`config.mk`:
```
export PLATFORM = sky130hd
export DESIGN_NAME = pause_flow_ctrl
export DESIGN_NICKNAME = d
export VERILOG_FILES = /design/src/rtl/pause_fc_pkg.sv /design/src/rtl/pause_tick_prescaler.sv /design/src/rtl/pause_slot_counter.sv /design/src/rtl/pause_seq_fsm.sv /design/src/rtl/pause_flow_ctrl.sv
export SDC_FILE = /design/constraint.sdc
export NUM_CORES = 1
export LEC_CHECK = 0
export CORE_MARGIN = 5
export CORE_UTILIZATION = 40
export DETAILED_ROUTE_END_ITERATION = 7
export PLACE_DENSITY = 0.68
export SLEW_MARGIN = 0
export SYNTH_ARGS = -nofsm -noshare
export SYNTH_HDL_FRONTEND = slang
export SYNTH_HIERARCHICAL = 1
export SYNTH_SLANG_ARGS = --single-unit
```
`constraint.sdc`:
```
create_clock -name clk -period 3.5 [get_ports clk]
set_input_delay 0.875 -clock clk [delete_from_list [all_inputs] [get_ports clk]]
set_output_delay 0.875 -clock clk [all_outputs]
set_load 0.1 [all_outputs]
```
`src/rtl/pause_fc_pkg.sv`:
```
package pause_fc_pkg;
  typedef enum logic [1:0] {
    ST_IDLE    = 2'd0,
    ST_REQ_ON  = 2'd1,
    ST_RUN     = 2'd2,
    ST_REQ_OFF = 2'd3
  } fc_state_e;
endpackage

```
`src/rtl/pause_tick_prescaler.sv`:
```
module pause_tick_prescaler #(
  parameter int PRE_W = 9
) (
  input  logic clk,
  input  logic rst_n,
  input  logic clear,
  input  logic bit_tick,
  output logic slot_tick
);
  localparam logic [PRE_W-1:0] PRE_MAX = {PRE_W{1'b1}};

  logic [PRE_W-1:0] pre_q, pre_d;
  logic             pre_en;

  assign pre_en    = clear | bit_tick;
  assign slot_tick = !clear && bit_tick && (pre_q == PRE_MAX);

  always_comb begin
    pre_d = pre_q;
    if (clear)         pre_d = '0;
    else if (bit_tick) pre_d = pre_q + PRE_W'(1);
  end

  always_ff @(posedge clk or negedge rst_n) begin
    if (!rst_n)      pre_q <= '0;
    else if (pre_en) pre_q <= pre_d;
  end

  // a slot strobe is never produced on two consecutive cycles
  p_slot_spacing_r10: assert property (@(posedge clk) disable iff (!rst_n)
    slot_tick |=> !slot_tick);
endmodule

```
`src/rtl/pause_slot_counter.sv`:
```
module pause_slot_counter #(
  parameter int CNT_W = 16
) (
  input  logic             clk,
  input  logic             rst_n,
  input  logic             clear,
  input  logic             step,
  input  logic [CNT_W-1:0] target,
  output logic [CNT_W-1:0] count,
  output logic             reached
);
  logic [CNT_W-1:0] cnt_q, cnt_d;
  logic             cnt_en;

  assign cnt_en  = clear | step;
  assign count   = cnt_q;
  assign reached = (cnt_q >= target);

  always_comb begin
    cnt_d = cnt_q;
    if (clear)     cnt_d = '0;
    else if (step) cnt_d = cnt_q + CNT_W'(1);
  end

  always_ff @(posedge clk or negedge rst_n) begin
    if (!rst_n)      cnt_q <= '0;
    else if (cnt_en) cnt_q <= cnt_d;
  end

  // the counter only ever advances by one or returns to zero
  p_count_step_r3: assert property (@(posedge clk) disable iff (!rst_n)
    (cnt_q != $past(cnt_q)) |-> ((cnt_q == $past(cnt_q) + CNT_W'(1)) || (cnt_q == '0)));
endmodule

```
`src/rtl/pause_seq_fsm.sv`:
```
module pause_seq_fsm
  import pause_fc_pkg::*;
#(
  parameter int QW = 16
) (
  input  logic          clk,
  input  logic          rst_n,
  input  logic          full_duplex,
  input  logic          cmd_wr_en,
  input  logic          cmd_wr_val,
  input  logic [QW-1:0] quanta_cfg,
  input  logic          single_mode,
  input  logic          interval_hit,
  input  logic          pause_ack,
  output logic          cmd_q,
  output logic          pause_req,
  output logic [QW-1:0] pause_value,
  output logic          running
);
  fc_state_e     state_q, state_d;
  logic          cmd_d, hw_clear;
  logic [QW-1:0] val_q, val_d;
  logic          val_en;

  always_comb begin
    state_d  = state_q;
    hw_clear = 1'b0;
    unique case (state_q)
      ST_IDLE:    if (cmd_q) state_d = ST_REQ_ON;
      ST_REQ_ON: begin
        if (!cmd_q)         state_d = ST_REQ_OFF;
        else if (pause_ack) state_d = ST_RUN;
      end
      ST_RUN: begin
        if (!cmd_q) state_d = ST_REQ_OFF;
        else if (interval_hit) begin
          if (single_mode) begin
            state_d  = ST_IDLE;
            hw_clear = 1'b1;
          end else begin
            state_d  = ST_REQ_ON;
          end
        end
      end
      ST_REQ_OFF: if (pause_ack) state_d = cmd_q ? ST_REQ_ON : ST_IDLE;
      default:    state_d = ST_IDLE;
    endcase
    if (!full_duplex) begin
      state_d  = ST_IDLE;
      hw_clear = 1'b0;
    end
  end

  // software write wins over the hardware clear
  always_comb begin
    cmd_d = cmd_q;
    if (cmd_wr_en)     cmd_d = cmd_wr_val;
    else if (hw_clear) cmd_d = 1'b0;
  end

  always_comb begin
    val_d  = val_q;
    val_en = 1'b0;
    if (state_d == ST_REQ_OFF) begin
      val_d  = '0;
      val_en = 1'b1;
    end else if (state_d == ST_REQ_ON && state_q != ST_REQ_ON) begin
      val_d  = quanta_cfg;
      val_en = 1'b1;
    end
  end

  always_ff @(posedge clk or negedge rst_n) begin
    if (!rst_n) begin
      state_q <= ST_IDLE;
      cmd_q   <= 1'b0;
    end else begin
      state_q <= state_d;
      cmd_q   <= cmd_d;
    end
  end

  always_ff @(posedge clk or negedge rst_n) begin
    if (!rst_n)      val_q <= '0;
    else if (val_en) val_q <= val_d;
  end

  assign pause_req   = (state_q == ST_REQ_ON) || (state_q == ST_REQ_OFF);
  assign pause_value = val_q;
  assign running     = (state_q == ST_RUN) && (state_d == ST_RUN);

  // an unacknowledged request stays up while the link is full duplex
  p_req_hold_r6: assert property (@(posedge clk) disable iff (!rst_n)
    (pause_req && !pause_ack && full_duplex) |=> pause_req);

  // a waiting request keeps its value unless it is replaced by zero
  p_value_hold_r7: assert property (@(posedge clk) disable iff (!rst_n)
    (pause_req && !pause_ack && full_duplex) |=>
      ((pause_value == $past(pause_value)) || (pause_value == '0)));

  // dropping the command during a running pause requests a zero frame
  p_zero_on_drop_r2: assert property (@(posedge clk) disable iff (!rst_n)
    ($fell(cmd_q) && state_q == ST_RUN && full_duplex) |=>
      (pause_req && pause_value == '0));

  // a hardware clear of the command is not followed by a request
  p_no_frame_after_expiry_r4: assert property (@(posedge clk) disable iff (!rst_n)
    ($fell(cmd_q) && !$past(cmd_wr_en)) |=> !pause_req);
endmodule

```
`src/rtl/pause_flow_ctrl.sv`:
```
module pause_flow_ctrl #(
  parameter int QUANTA_W   = 16,
  parameter int PRESCALE_W = 9
) (
  input  logic                clk,
  input  logic                rst_n,
  input  logic                full_duplex,
  input  logic                cmd_wr_en,
  input  logic                cmd_wr_val,
  input  logic [QUANTA_W-1:0] quanta_cfg,
  input  logic [QUANTA_W-1:0] refresh_cfg,
  input  logic                bit_tick,
  input  logic                pause_ack,
  output logic                cmd_q,
  output logic                pause_req,
  output logic [QUANTA_W-1:0] pause_value,
  output logic [QUANTA_W-1:0] status_cnt
);
  logic                single_mode;
  logic [QUANTA_W-1:0] slot_target;
  logic                running, slot_tick, interval_hit;

  assign single_mode = (refresh_cfg == '0);
  assign slot_target = single_mode ? quanta_cfg : refresh_cfg;

  pause_seq_fsm #(.QW(QUANTA_W)) u_fsm (
    .clk          (clk),
    .rst_n        (rst_n),
    .full_duplex  (full_duplex),
    .cmd_wr_en    (cmd_wr_en),
    .cmd_wr_val   (cmd_wr_val),
    .quanta_cfg   (quanta_cfg),
    .single_mode  (single_mode),
    .interval_hit (interval_hit),
    .pause_ack    (pause_ack),
    .cmd_q        (cmd_q),
    .pause_req    (pause_req),
    .pause_value  (pause_value),
    .running      (running)
  );

  pause_tick_prescaler #(.PRE_W(PRESCALE_W)) u_pre (
    .clk       (clk),
    .rst_n     (rst_n),
    .clear     (!running),
    .bit_tick  (bit_tick),
    .slot_tick (slot_tick)
  );

  pause_slot_counter #(.CNT_W(QUANTA_W)) u_cnt (
    .clk     (clk),
    .rst_n   (rst_n),
    .clear   (!running),
    .step    (slot_tick),
    .target  (slot_target),
    .count   (status_cnt),
    .reached (interval_hit)
  );

  // half duplex withdraws requests and zeroes the status
  p_half_duplex_quiet_r8: assert property (@(posedge clk) disable iff (!rst_n)
    !full_duplex |=> (!pause_req && status_cnt == '0));

  // the counter does not move while a frame is being requested
  p_no_count_while_req_r6: assert property (@(posedge clk) disable iff (!rst_n)
    pause_req |-> status_cnt == '0);
endmodule

```
==> flow_summary.yaml, run 1 <==
run_status:
  outcome: "finished, violations left"
  violations: "negative setup slack"
cts:
  cts.htree.levels: 2
  cts_inserted_buffers: 5
  cts_tree: "yes"
  clockRootBuffer: "sky130_fd_sc_hd__clkbuf_8"
  ctsLongestPathBuffers: 2
  clk_latency_ns: 0.30
  cts.reportedPaths.clkPinSlew_ns: 0.08
  postCtsHoldBufs: 0
  clkSinkCount: 44
place:
  io_buffers: 72
  placedInstanceArea_mm2: 0.003487
  dp_hpwl_um: 5308
  pre_cts_slack_ns: -1.305
  place.gp.congestion: 0.8483
setup_path:
  critPathTopFamily: "simple AND/OR/NAND/NOR gates"
  cp_cell_sequence: "buf_2, nor4_1, and4_4, buf_6, buf_6, a21o_1, inv_1, ha_1, and4_4, nand3b_1, or4_4, o211ai_1, nor3_2, inv_2, o2111a_2, nand3_2, or3_1, a21oi_1"
  worstSetupStartpoint: "refresh_cfg[1]"
  worstPathArrival_ns: 4.26
  worstReg2RegStart: "u_cnt/count[0]"
  worst_ep_required_ns: 3.72
  worst-r2r-setup-slack_ns: 0.45
  cp_num_buf_inv: 5
  critPathLaunchType: "primary input"
  critPathKind: "primary input to flip-flop"
  end_kind: "flip-flop"
  slowest_stage: "sky130_fd_sc_hd__or4_4"
  peak_fanout_along_the_critical_path: 7
  worst_path_largest_cell_delay_ns: 0.43
finish:
  final_design_area_no_fill_mm2: 0.003830
  diodes: 0
  fillCellCount: 557
  proportion_of_layout_cells_with_a_drive_suffix_above_1_pct: 36.09
  layout.area.seq_mm2: 0.001101
  final_util_pct: 59.63
  final_nets: 420
  multiInputGateArea_mm2: 0.001578
  area_growth_pct: 43.78
grt:
  grt_overflow: 0
  overall_fraction_of_global_route_tracks_in_use_pct: 17.10
  grt_first_pass_wirelength_um: 11650
  antenna_violations_before_repair: 0
  grt_start_max_net_pins: 45
  grt_pass1_vias: 2435
hold_path:
  hold_removal_path_class: "flip-flop to flip-flop"
  min_from: "u_fsm/pause_value[14]"
floorplanning:
  fp.dieW_um: 91.61
  std_cell_rows: 29
  core_footprint_mm2: 0.006422
  io-pin-count: 73
  die_height_um: 91.61
  floorplan.die_area_mm2: 0.008391
  initial_utilization_pct: 41.48
logic_synthesis:
  synth.yosys.seq_area_share_pct: 41.33
  post_synthesis_xor_xnor_area_fraction_pct: 5.261
  postSynth.topFlopCell: "sky130_fd_sc_hd__dfrtp_1"
  netlist_instances: 266
  synthesis.area_mm2: 0.002664
  synth.net_count: 324
  synthAdderAreaFrac_pct: 8.924
  post_synth.cell_area_avg_um2: 10.01
  synth-simple-area-share_pct: 18.93
  synthDistinctLibCells: 45
  ys_seq_elements: 44
  postSynth.asyncResetShare_pct: 100.0
  yosys_warnings: 6
  synth_compound_area_share_pct: 17.71
  post_synth_mux_area_share_pct: 1.127
  largest_family_of_logic_cells_by_synthesized_area: "simple AND/OR/NAND/NOR gates"
  synth_edf_count: 0
power_and_ir_drop:
  cellLeakagePower_nw: 1.798
  peakVddDrop_v: 0.0001809
  pwr_density_cell_mw_per_mm2: 484.0
routing:
  drt_wl_cell_um: 16.82
  drt-vias-per-instance: 5.425
  remaining_drc_errors: 0
  via_count: 2387
  drt_first_iter_violations: 108
  drt.antenna.violating_nets: 0
  first_pass_iters: 6
  drt-total-wl_um: 7401
run:
  max_cap_violations: 0
timing:
  fin_worst_skew_ns: 0.01012
  final_max_slew_viol_count: 0
  tightest_slew_ns: 0.9969
  finalHoldViolCount: 0
  slew_headroom_pct: 33.54
  rsz0062_at_grt: "yes"
  finalCriticalPeriod_ns: 4.040
  finalCritPeriodShare_pct: 115.4
  count_of_endpoints_failing_setup_in_the_final_report: 37
  fmaxAchievable_mhz: 247.5
  timing.final.ws_setup_ns: -0.5405
## flip-flops by register name (all words and copies together), names as in the netlist
register           cells
u_cnt/count           16
u_fsm/pause_value     16
u_pre/pre_q            9
u_fsm/state_q          2
u_fsm/cmd_q            1
## cell families (layout without fill, tap and decap cells)
logic type      count (synthesis)  after routing
fa+ha+maj                      19             19
buf+inv                        32            128
mux                             3              3
xor+xnor                       16             16
simple gates                   89             90
flops                          44             44
compound gates                 63             63
## final timing paths
check	cells after the start	endpoint
setup / recovery	18	u_cnt/count[15]
hold / removal	1	u_fsm/pause_value[14]
setup reg to reg	13	u_cnt/count[15]
hold reg to reg	1	u_fsm/pause_value[14]
max in group asynchronous	1	u_fsm/pause_value[8]
min in group asynchronous	1	u_cnt/count[12]
## worst reg2reg max path: cells and delay by family (launching register included)
kind,cells,cell delay [ns]
adders and majority gates,1,0.28
DFF,1,0.49
and+or+nand+nor,6,1.16
AOI/OAI and AO/OA,4,0.87
buffers and inverters,2,0.17
## cell type report
class | count | share of cell area (%)
Clock buffer | 5 | 1.797
Multi-Input combinational cell | 191 | 41.20
Inverter | 18 | 1.829
Clock inverter | 3 | 1.111
Sequential cell | 44 | 28.75
Tap cell | 77 | 2.516
Timing Repair Buffer | 102 | 22.80
## per-stage QoR
step / hold WS [ns] / std cells / TNS [ns] / total power, mW
global placement: 0.4903 / 427 / -45.42 / 1.448
floorplan: 0.4928 / 266 / -12.83 / 1.239
global route: 0.5277 / 440 / -20.83 / 1.930
CTS: 0.5166 / 436 / -10.84 / 1.854
detailed placement: 0.4941 / 427 / -47.36 / 1.457
finish: 0.5086 / 440 / -13.96 / 1.854
## synthesized netlist by cell type, types with 2 or more instances
cell type | count | share of area, %
sky130_fd_sc_hd__a21o_1 | 9 | 2.5
sky130_fd_sc_hd__clkbuf_1 | 3 | 0.42
sky130_fd_sc_hd__a21oi_1 | 12 | 2.3
sky130_fd_sc_hd__xnor2_1 | 2 | 0.66
sky130_fd_sc_hd__buf_6 | 4 | 1.7
sky130_fd_sc_hd__nand2b_1 | 3 | 0.70
sky130_fd_sc_hd__and3_1 | 3 | 0.70
sky130_fd_sc_hd__nand4_1 | 11 | 2.6
sky130_fd_sc_hd__ha_1 | 19 | 8.9
sky130_fd_sc_hd__or3_1 | 7 | 1.6
sky130_fd_sc_hd__o21ai_1 | 3 | 0.56
sky130_fd_sc_hd__a21o_2 | 7 | 2.3
sky130_fd_sc_hd__nand2_1 | 10 | 1.4
sky130_fd_sc_hd__dfrtp_1 | 44 | 41
sky130_fd_sc_hd__o21ai_0 | 8 | 1.5
sky130_fd_sc_hd__inv_1 | 18 | 2.5
sky130_fd_sc_hd__nor2b_1 | 2 | 0.47
sky130_fd_sc_hd__nor3_1 | 2 | 0.38
sky130_fd_sc_hd__nor2_1 | 26 | 3.7
sky130_fd_sc_hd__and2_1 | 2 | 0.47
sky130_fd_sc_hd__nand3_1 | 7 | 1.3
sky130_fd_sc_hd__buf_4 | 2 | 0.56
sky130_fd_sc_hd__mux2i_1 | 3 | 1.1
sky130_fd_sc_hd__buf_2 | 4 | 0.75
sky130_fd_sc_hd__xor2_1 | 14 | 4.6
sky130_fd_sc_hd__nor4_1 | 4 | 0.94
sky130_fd_sc_hd__a22o_1 | 16 | 5.3
sky130_fd_sc_hd__and4_1 | 4 | 1.3
## per-layer routing
| metal | global-route usage [%] | vias to the layer above | wire length, um |
|---|---|---|---|
| li1 | - | 1152 | - |
| met1 | 22.61 | 1145 | 3289 |
| met2 | 27.39 | 73 | 3612 |
| met3 | 3.884 | 17 | 330 |
| met4 | 6.156 | 0 | 169 |
| met5 | 0 | - | 0 |
## where the power goes
part / total (mW) / internal, mW / switching, mW / leakage (nW)
Clock: 0.394 / 0.211 / 0.182 / 0.0541
Sequential: 0.620 / 0.575 / 0.0448 / 0.589
Combinational: 0.840 / 0.214 / 0.626 / 1.16
## placed cells by master (no fill, tap or decap), types with 7 or more instances in the layout
cell / n
sky130_fd_sc_hd__nand4_1: 11
sky130_fd_sc_hd__nand2_1: 9
sky130_fd_sc_hd__ha_1: 15
sky130_fd_sc_hd__nand3_1: 7
sky130_fd_sc_hd__buf_6: 9
sky130_fd_sc_hd__a21oi_1: 9
sky130_fd_sc_hd__inv_1: 15
sky130_fd_sc_hd__a21o_1: 9
sky130_fd_sc_hd__dfrtp_1: 44
sky130_fd_sc_hd__a22o_1: 16
sky130_fd_sc_hd__clkdlybuf4s50_1: 21
sky130_fd_sc_hd__buf_2: 10
sky130_fd_sc_hd__buf_4: 54
sky130_fd_sc_hd__nor2_1: 25
sky130_fd_sc_hd__xor2_1: 14
## what timing repair did
| action | in CTS | in global routing |
|---|---|---|
| gates resized for setup | 80 | 31 |
| cloned | 0 | 2 |
| pin swaps | 29 | 22 |
| buffers inserted | 4 | 2 |
| setup endpoints to repair | 44 | 44 |
(Power assumes the default switching activity.)
==> run 2: changes to the inputs <==
Settings changed: CORE_MARGIN 5 to default.
==> flow_summary.yaml, run 2 (same netlist as run 1, synthesis figures left out) <==
run_status:
  outcome: "finished, violations left"
  violations: "negative setup slack"
timing:
  count_of_endpoints_failing_setup_in_the_final_report: 30
  hold-worst-slack_ns: 0.5141
  finalCritPeriodShare_pct: 116.6
  fin_worst_skew_ns: 0.003628
  rsz0062_at_grt: "yes"
  tightest_slew_ns: 0.9657
  fmaxAchievable_mhz: 245.1
  slew_headroom_pct: 35.62
  final_max_slew_viol_count: 0
  finalHoldViolCount: 0
  timing.final.ws_setup_ns: -0.5797
  finalCriticalPeriod_ns: 4.080
hold_path:
  hold_removal_path_class: "flip-flop to flip-flop"
  worstHoldEndpoint: "u_fsm/pause_value[1]"
  cells_on_worst_hold_path: 1
  min_from: "u_fsm/pause_value[1]"
setup_path:
  critPathLaunchType: "primary input"
  crit_path_frequent_cell: "sky130_fd_sc_hd__buf_6"
  cp_cell_sequence: "buf_8, nor4_4, buf_4, and4_4, buf_6, a21o_1, inv_2, ha_4, nand4_1, nand3b_1, or4_1, o211ai_1, nor3_1, inv_1, buf_6, o2111a_2, nand3_2, or3_1, a21oi_2"
  worstReg2RegStart: "u_cnt/count[0]"
  critPathKind: "primary input to flip-flop"
  crit-reg2reg-capture: "u_cnt/count[15]"
  peak_fanout_along_the_critical_path: 5
  worstPathArrival_ns: 4.31
  worst_path_largest_cell_delay_ns: 0.42
  worstRegToRegCells: 13
  end_kind: "flip-flop"
  worst-r2r-setup-slack_ns: 0.47
  worst_ep_required_ns: 3.73
  slowest_stage: "sky130_fd_sc_hd__or4_1"
floorplanning:
  io-pin-count: 73
  std_cell_rows: 29
  fp.dieW_um: 83.61
  core_footprint_mm2: 0.006386
  initial_utilization_pct: 41.71
  floorplan.die_area_mm2: 0.006990
  die_height_um: 83.61
place:
  io_buffers: 72
  pre_cts_slack_ns: -1.346
  dp_hpwl_um: 5055
  place.gp.congestion: 0.8059
finish:
  diodes: 0
  area_growth_pct: 47.82
  final_util_pct: 61.66
  proportion_of_layout_cells_with_a_drive_suffix_above_1_pct: 38.02
  commonest_non_fill_non_tap_cell_in_the_layout: "sky130_fd_sc_hd__buf_4"
  final_nets: 420
  layout_common_cells: "sky130_fd_sc_hd__buf_4, sky130_fd_sc_hd__dfrtp_1, sky130_fd_sc_hd__nor2_1, sky130_fd_sc_hd__clkdlybuf4s50_1, sky130_fd_sc_hd__a22o_1"
cts:
  postCtsHoldBufs: 0
  clockRootBuffer: "sky130_fd_sc_hd__clkbuf_8"
  cts_inserted_buffers: 5
  clk_latency_ns: 0.30
  ctsLongestPathBuffers: 2
  clkSinkCount: 44
  cts.htree.levels: 2
  cts_tree: "yes"
  cts.reportedPaths.clkPinSlew_ns: 0.08
grt:
  use_met2_pct: 31.12
  antenna_violations_before_repair: 0
  grt_start_max_net_pins: 45
  groute.layer.met1.usage_pct: 27.70
  grt_overflow: 0
  grt_pass1_vias: 2236
  grt_first_pass_wirelength_um: 11030
  globalRouteMet3Util_pct: 3.462
  gr-max-usage-layer: "met2"
  overall_fraction_of_global_route_tracks_in_use_pct: 19.55
power_and_ir_drop:
  cellLeakagePower_nw: 1.801
  pwr_density_cell_mw_per_mm2: 469.7
  post-layout-total-power_mw: 1.849
  peakVddDrop_v: 0.0006055
routing:
  drt-vias-per-instance: 5.309
  remaining_drc_errors: 0
  drt-total-wl_um: 6763
  via_count: 2336
  drt_first_iter_violations: 80
  drt_wl_cell_um: 15.37
  drt.antenna.violating_nets: 0
  first_pass_iters: 4
run:
  max_cap_violations: 0
-- run 2: changes by cell type in the layout (fill, tap and decap cells not counted), sizes merged --
cell	change
and2	-1
clkbuf	-2
dlygate4sd2	+2
buf	+2
clkdlybuf4s15	-1
-- run 2: routing by layer --
metal | share of wire (%) | up-vias
li1 | - | 1151
met1 | 47 | 1122
met2 | 48 | 60
met3 | 4.5 | 3
met4 | 0.52 | 0
met5 | 0 | -
-- run 2: metrics by stage --
stage               setup TNS, ns  cell area, um^2  cells
floorplan                  -12.83             2674    266
global placement           -47.10             3465    424
detailed placement         -48.51             3465    424
CTS                        -11.15             3720    437
global route               -17.07             3938    440
finish                     -11.80             3938    440
-- run 2: worst max-delay path by stage --
| stage | from | to | slack (ns) | depth (start not counted) |
|---|---|---|---|---|
| global placement | refresh_cfg[10] | u_fsm/pause_value[1] | -1.28 | 17 |
| detailed placement | refresh_cfg[10] | u_cnt/count[13] | -1.35 | 17 |
| global route | refresh_cfg[0] | u_cnt/count[15] | -0.73 | 19 |
| floorplan | refresh_cfg[5] | u_cnt/count[7] | -0.54 | 21 |
| finish | refresh_cfg[0] | u_cnt/count[15] | -0.58 | 19 |
| CTS | refresh_cfg[9] | u_cnt/count[13] | -0.49 | 18 |
-- run 2: layout make-up --
class | count | area [um^2]
Tap cell | 77 | 96.34
Sequential cell | 44 | 1101
Multi-Input combinational cell | 190 | 1663
Clock buffer | 5 | 68.82
Inverter | 18 | 67.56
Fill cell | 524 | 2449
Clock inverter | 3 | 42.54
Timing Repair Buffer | 103 | 898.4
-- run 2: report_power, final --
part           total (mW)  internal [mW]  switching (mW)  leakage, nW
registers           0.622          0.575          0.0469        0.589
logic               0.836          0.216           0.620         1.16
clock network       0.391          0.211           0.180       0.0541
total                1.85           1.00           0.847         1.80
-- run 2: repair_timing --
item / CTS / global route
pin swaps: 29 / 33
setup buffers: 5 / 5
gates resized for setup: 82 / 36
endpoints found under the setup margin: 44 / 44
gates cloned: 1 / 0
-- run 2: critical path, delay by kind of cell --
family | cells | cell delay (ns)
simple gates | 8 | 1.81
compound gates | 4 | 0.71
buf+inv | 6 | 0.66
fa+ha+maj | 1 | 0.26
==> run 3: changes to the inputs <==
Settings changed: CORE_UTILIZATION 40 to 48, PLACE_DENSITY 0.68 to 0.8.
==> flow_summary.yaml, run 3 (same netlist as run 1, synthesis figures left out) <==
run_status:
  outcome: "finished, violations left"
  violations: "negative setup slack"
timing:
  finalCriticalPeriod_ns: 4.200
  finalHoldViolCount: 0
  rsz0062_at_grt: "yes"
  final_max_slew_viol_count: 0
  fmaxAchievable_mhz: 238.1
  timing.final.ws_setup_ns: -0.7004
  tightest_slew_ns: 0.9425
  slew_headroom_pct: 37.17
  finalCritPeriodShare_pct: 120.0
  fin_worst_skew_ns: 0.008108
  fin_setup_tns_ns: -20.54
  count_of_endpoints_failing_setup_in_the_final_report: 44
finish:
  layout_common_cells: "sky130_fd_sc_hd__buf_4, sky130_fd_sc_hd__dfrtp_1, sky130_fd_sc_hd__nor2_1, sky130_fd_sc_hd__clkdlybuf4s50_1, sky130_fd_sc_hd__a22o_1"
  proportion_of_layout_cells_with_a_drive_suffix_above_1_pct: 40.27
  commonest_non_fill_non_tap_cell_in_the_layout: "sky130_fd_sc_hd__buf_4"
  area_growth_pct: 52.42
  final_util_pct: 77.52
  diodes: 0
  fillCellCount: 317
  final_design_area_no_fill_mm2: 0.004060
  final_nets: 432
power_and_ir_drop:
  peakVddDrop_v: 0.0003963
  cellLeakagePower_nw: 1.865
  post-layout-total-power_mw: 1.873
  pwr_density_cell_mw_per_mm2: 461.2
floorplanning:
  fp.dieW_um: 76.50
  core_footprint_mm2: 0.005238
  die_height_um: 76.50
  std_cell_rows: 26
  floorplan.die_area_mm2: 0.005851
  initial_utilization_pct: 50.86
  io-pin-count: 73
setup_path:
  end_kind: "flip-flop"
  critPathKind: "primary input to flip-flop"
  worst_ep_required_ns: 3.70
  slowest_stage: "sky130_fd_sc_hd__or4_1"
  cp_cell_sequence: "buf_8, nor4_4, and4_4, buf_6, a21o_1, inv_2, ha_4, and4_4, nand3b_1, or4_1, o211ai_1, buf_4, nor3_4, inv_2, nor2_2, o2111a_1, buf_6, buf_4, nand4_1, xor2_1, nor2_1"
  cp_num_buf_inv: 7
  worst_path_largest_cell_delay_ns: 0.52
  critPathTopFamily: "simple AND/OR/NAND/NOR gates"
  worstPathArrival_ns: 4.40
  peak_fanout_along_the_critical_path: 6
  critPathLaunchType: "primary input"
grt:
  antenna_violations_before_repair: 0
  grt_start_max_net_pins: 45
  grt_first_pass_wirelength_um: 11790
  grt_pass1_vias: 2430
  grt_overflow: 0
  overall_fraction_of_global_route_tracks_in_use_pct: 25.46
routing:
  drt.antenna.violating_nets: 0
  first_pass_iters: 5
  drt-vias-per-instance: 5.831
  via_count: 2595
  drt-total-wl_um: 8578
  drt_wl_cell_um: 19.28
  drt_first_iter_violations: 147
  remaining_drc_errors: 0
cts:
  clkSinkCount: 44
  cts_tree: "yes"
  clk_latency_ns: 0.31
  cts.reportedPaths.clkPinSlew_ns: 0.08
  clockRootBuffer: "sky130_fd_sc_hd__clkbuf_8"
  ctsLongestPathBuffers: 2
  cts.htree.levels: 2
  cts_inserted_buffers: 5
place:
  placedInstanceArea_mm2: 0.003498
  dp_hpwl_um: 5129
  io_buffers: 72
  place.gp.congestion: 0.8244
run:
  max_cap_violations: 0
hold_path:
  hold_removal_path_class: "flip-flop to flip-flop"
-- run 3: cell count changes in the layout (fill, tap and decap cells not counted), sizes merged --
| cell | previous run | this run |
|---|---|---|
| buf | 77 | 88 |
| clkbuf | 6 | 9 |
| dlygate4sd2 | 2 | 0 |
| clkdlybuf4s15 | 2 | 3 |
| clkinvlp | 1 | 0 |
-- run 3: routing by layer --
| metal | track usage [%] | wire length [um] | vias up |
|---|---|---|---|
| met5 | 0 | 0 | - |
| met4 | 7.692 | 306 | 0 |
| met3 | 5.269 | 445 | 31 |
| met2 | 43.06 | 4282 | 126 |
| met1 | 32.62 | 3543 | 1260 |
| li1 | - | - | 1178 |
-- run 3: timing repair --
action,CTS,global route
hold buffers,0,0
pin swaps,32,25
gates cloned,1,2
gates resized for setup,96,30
setup endpoints to repair,44,44
buffers inserted,11,6
-- run 3: cell type report --
type / count / area (um^2) / area share [%]
sequential: 44 / 1101 / 27.12
inverter: 18 / 67.56 / 1.664
tap: 70 / 87.58 / 2.157
timing repair buffer: 115 / 1041 / 25.64
multi-input combinational: 190 / 1655 / 40.77
clock inverter: 2 / 35.03 / 0.8629
clock buffer: 6 / 72.57 / 1.787
-- run 3: final timing paths --
path	cells past startpoint	slack, ns	end	from
min in group asynchronous	1	0.71	u_fsm/pause_value[3]	rst_n
worst max register to register	15	0.37	u_cnt/count[7]	u_cnt/count[10]
worst max-delay path	21	-0.70	u_cnt/count[7]	refresh_cfg[11]
worst min register to register	1	0.51	u_fsm/pause_value[2]	u_fsm/pause_value[2]
worst min-delay path	1	0.51	u_fsm/pause_value[2]	u_fsm/pause_value[2]
max in group asynchronous	1	2.21	u_fsm/pause_value[11]	rst_n
-- run 3: worst reg2reg max path: stages (launching register included) --
cell and delay, ns:
sky130_fd_sc_hd__dfrtp_1 0.50, sky130_fd_sc_hd__ha_4 0.33, sky130_fd_sc_hd__and4_4 0.23, sky130_fd_sc_hd__nand3b_1 0.10
sky130_fd_sc_hd__or4_1 0.52, sky130_fd_sc_hd__o211ai_1 0.15, sky130_fd_sc_hd__buf_4 0.17, sky130_fd_sc_hd__nor3_4 0.04
sky130_fd_sc_hd__inv_2 0.08, sky130_fd_sc_hd__nor2_2 0.04, sky130_fd_sc_hd__o2111a_1 0.23, sky130_fd_sc_hd__buf_6 0.14
sky130_fd_sc_hd__buf_4 0.15, sky130_fd_sc_hd__nand4_1 0.10, sky130_fd_sc_hd__xor2_1 0.17, sky130_fd_sc_hd__nor2_1 0.07
-- run 3: per-stage QoR --
step	hold WS, ns	cells	worst slack, ns
6_report	0.5106	445	-0.7004
5_1_grt	0.5308	445	-0.8196
4_1_cts	0.5168	438	-0.4536
3_5_place_dp	0.4961	421	-1.213
3_3_place_gp	0.4893	421	-1.130
2_1_floorplan	0.4928	266	-0.5414
-- run 3: power by group --
| part | switching (mW) | internal (mW) |
|---|---|---|
| logic | 0.636 | 0.228 |
| clock network | 0.175 | 0.212 |
| registers | 0.0470 | 0.575 |
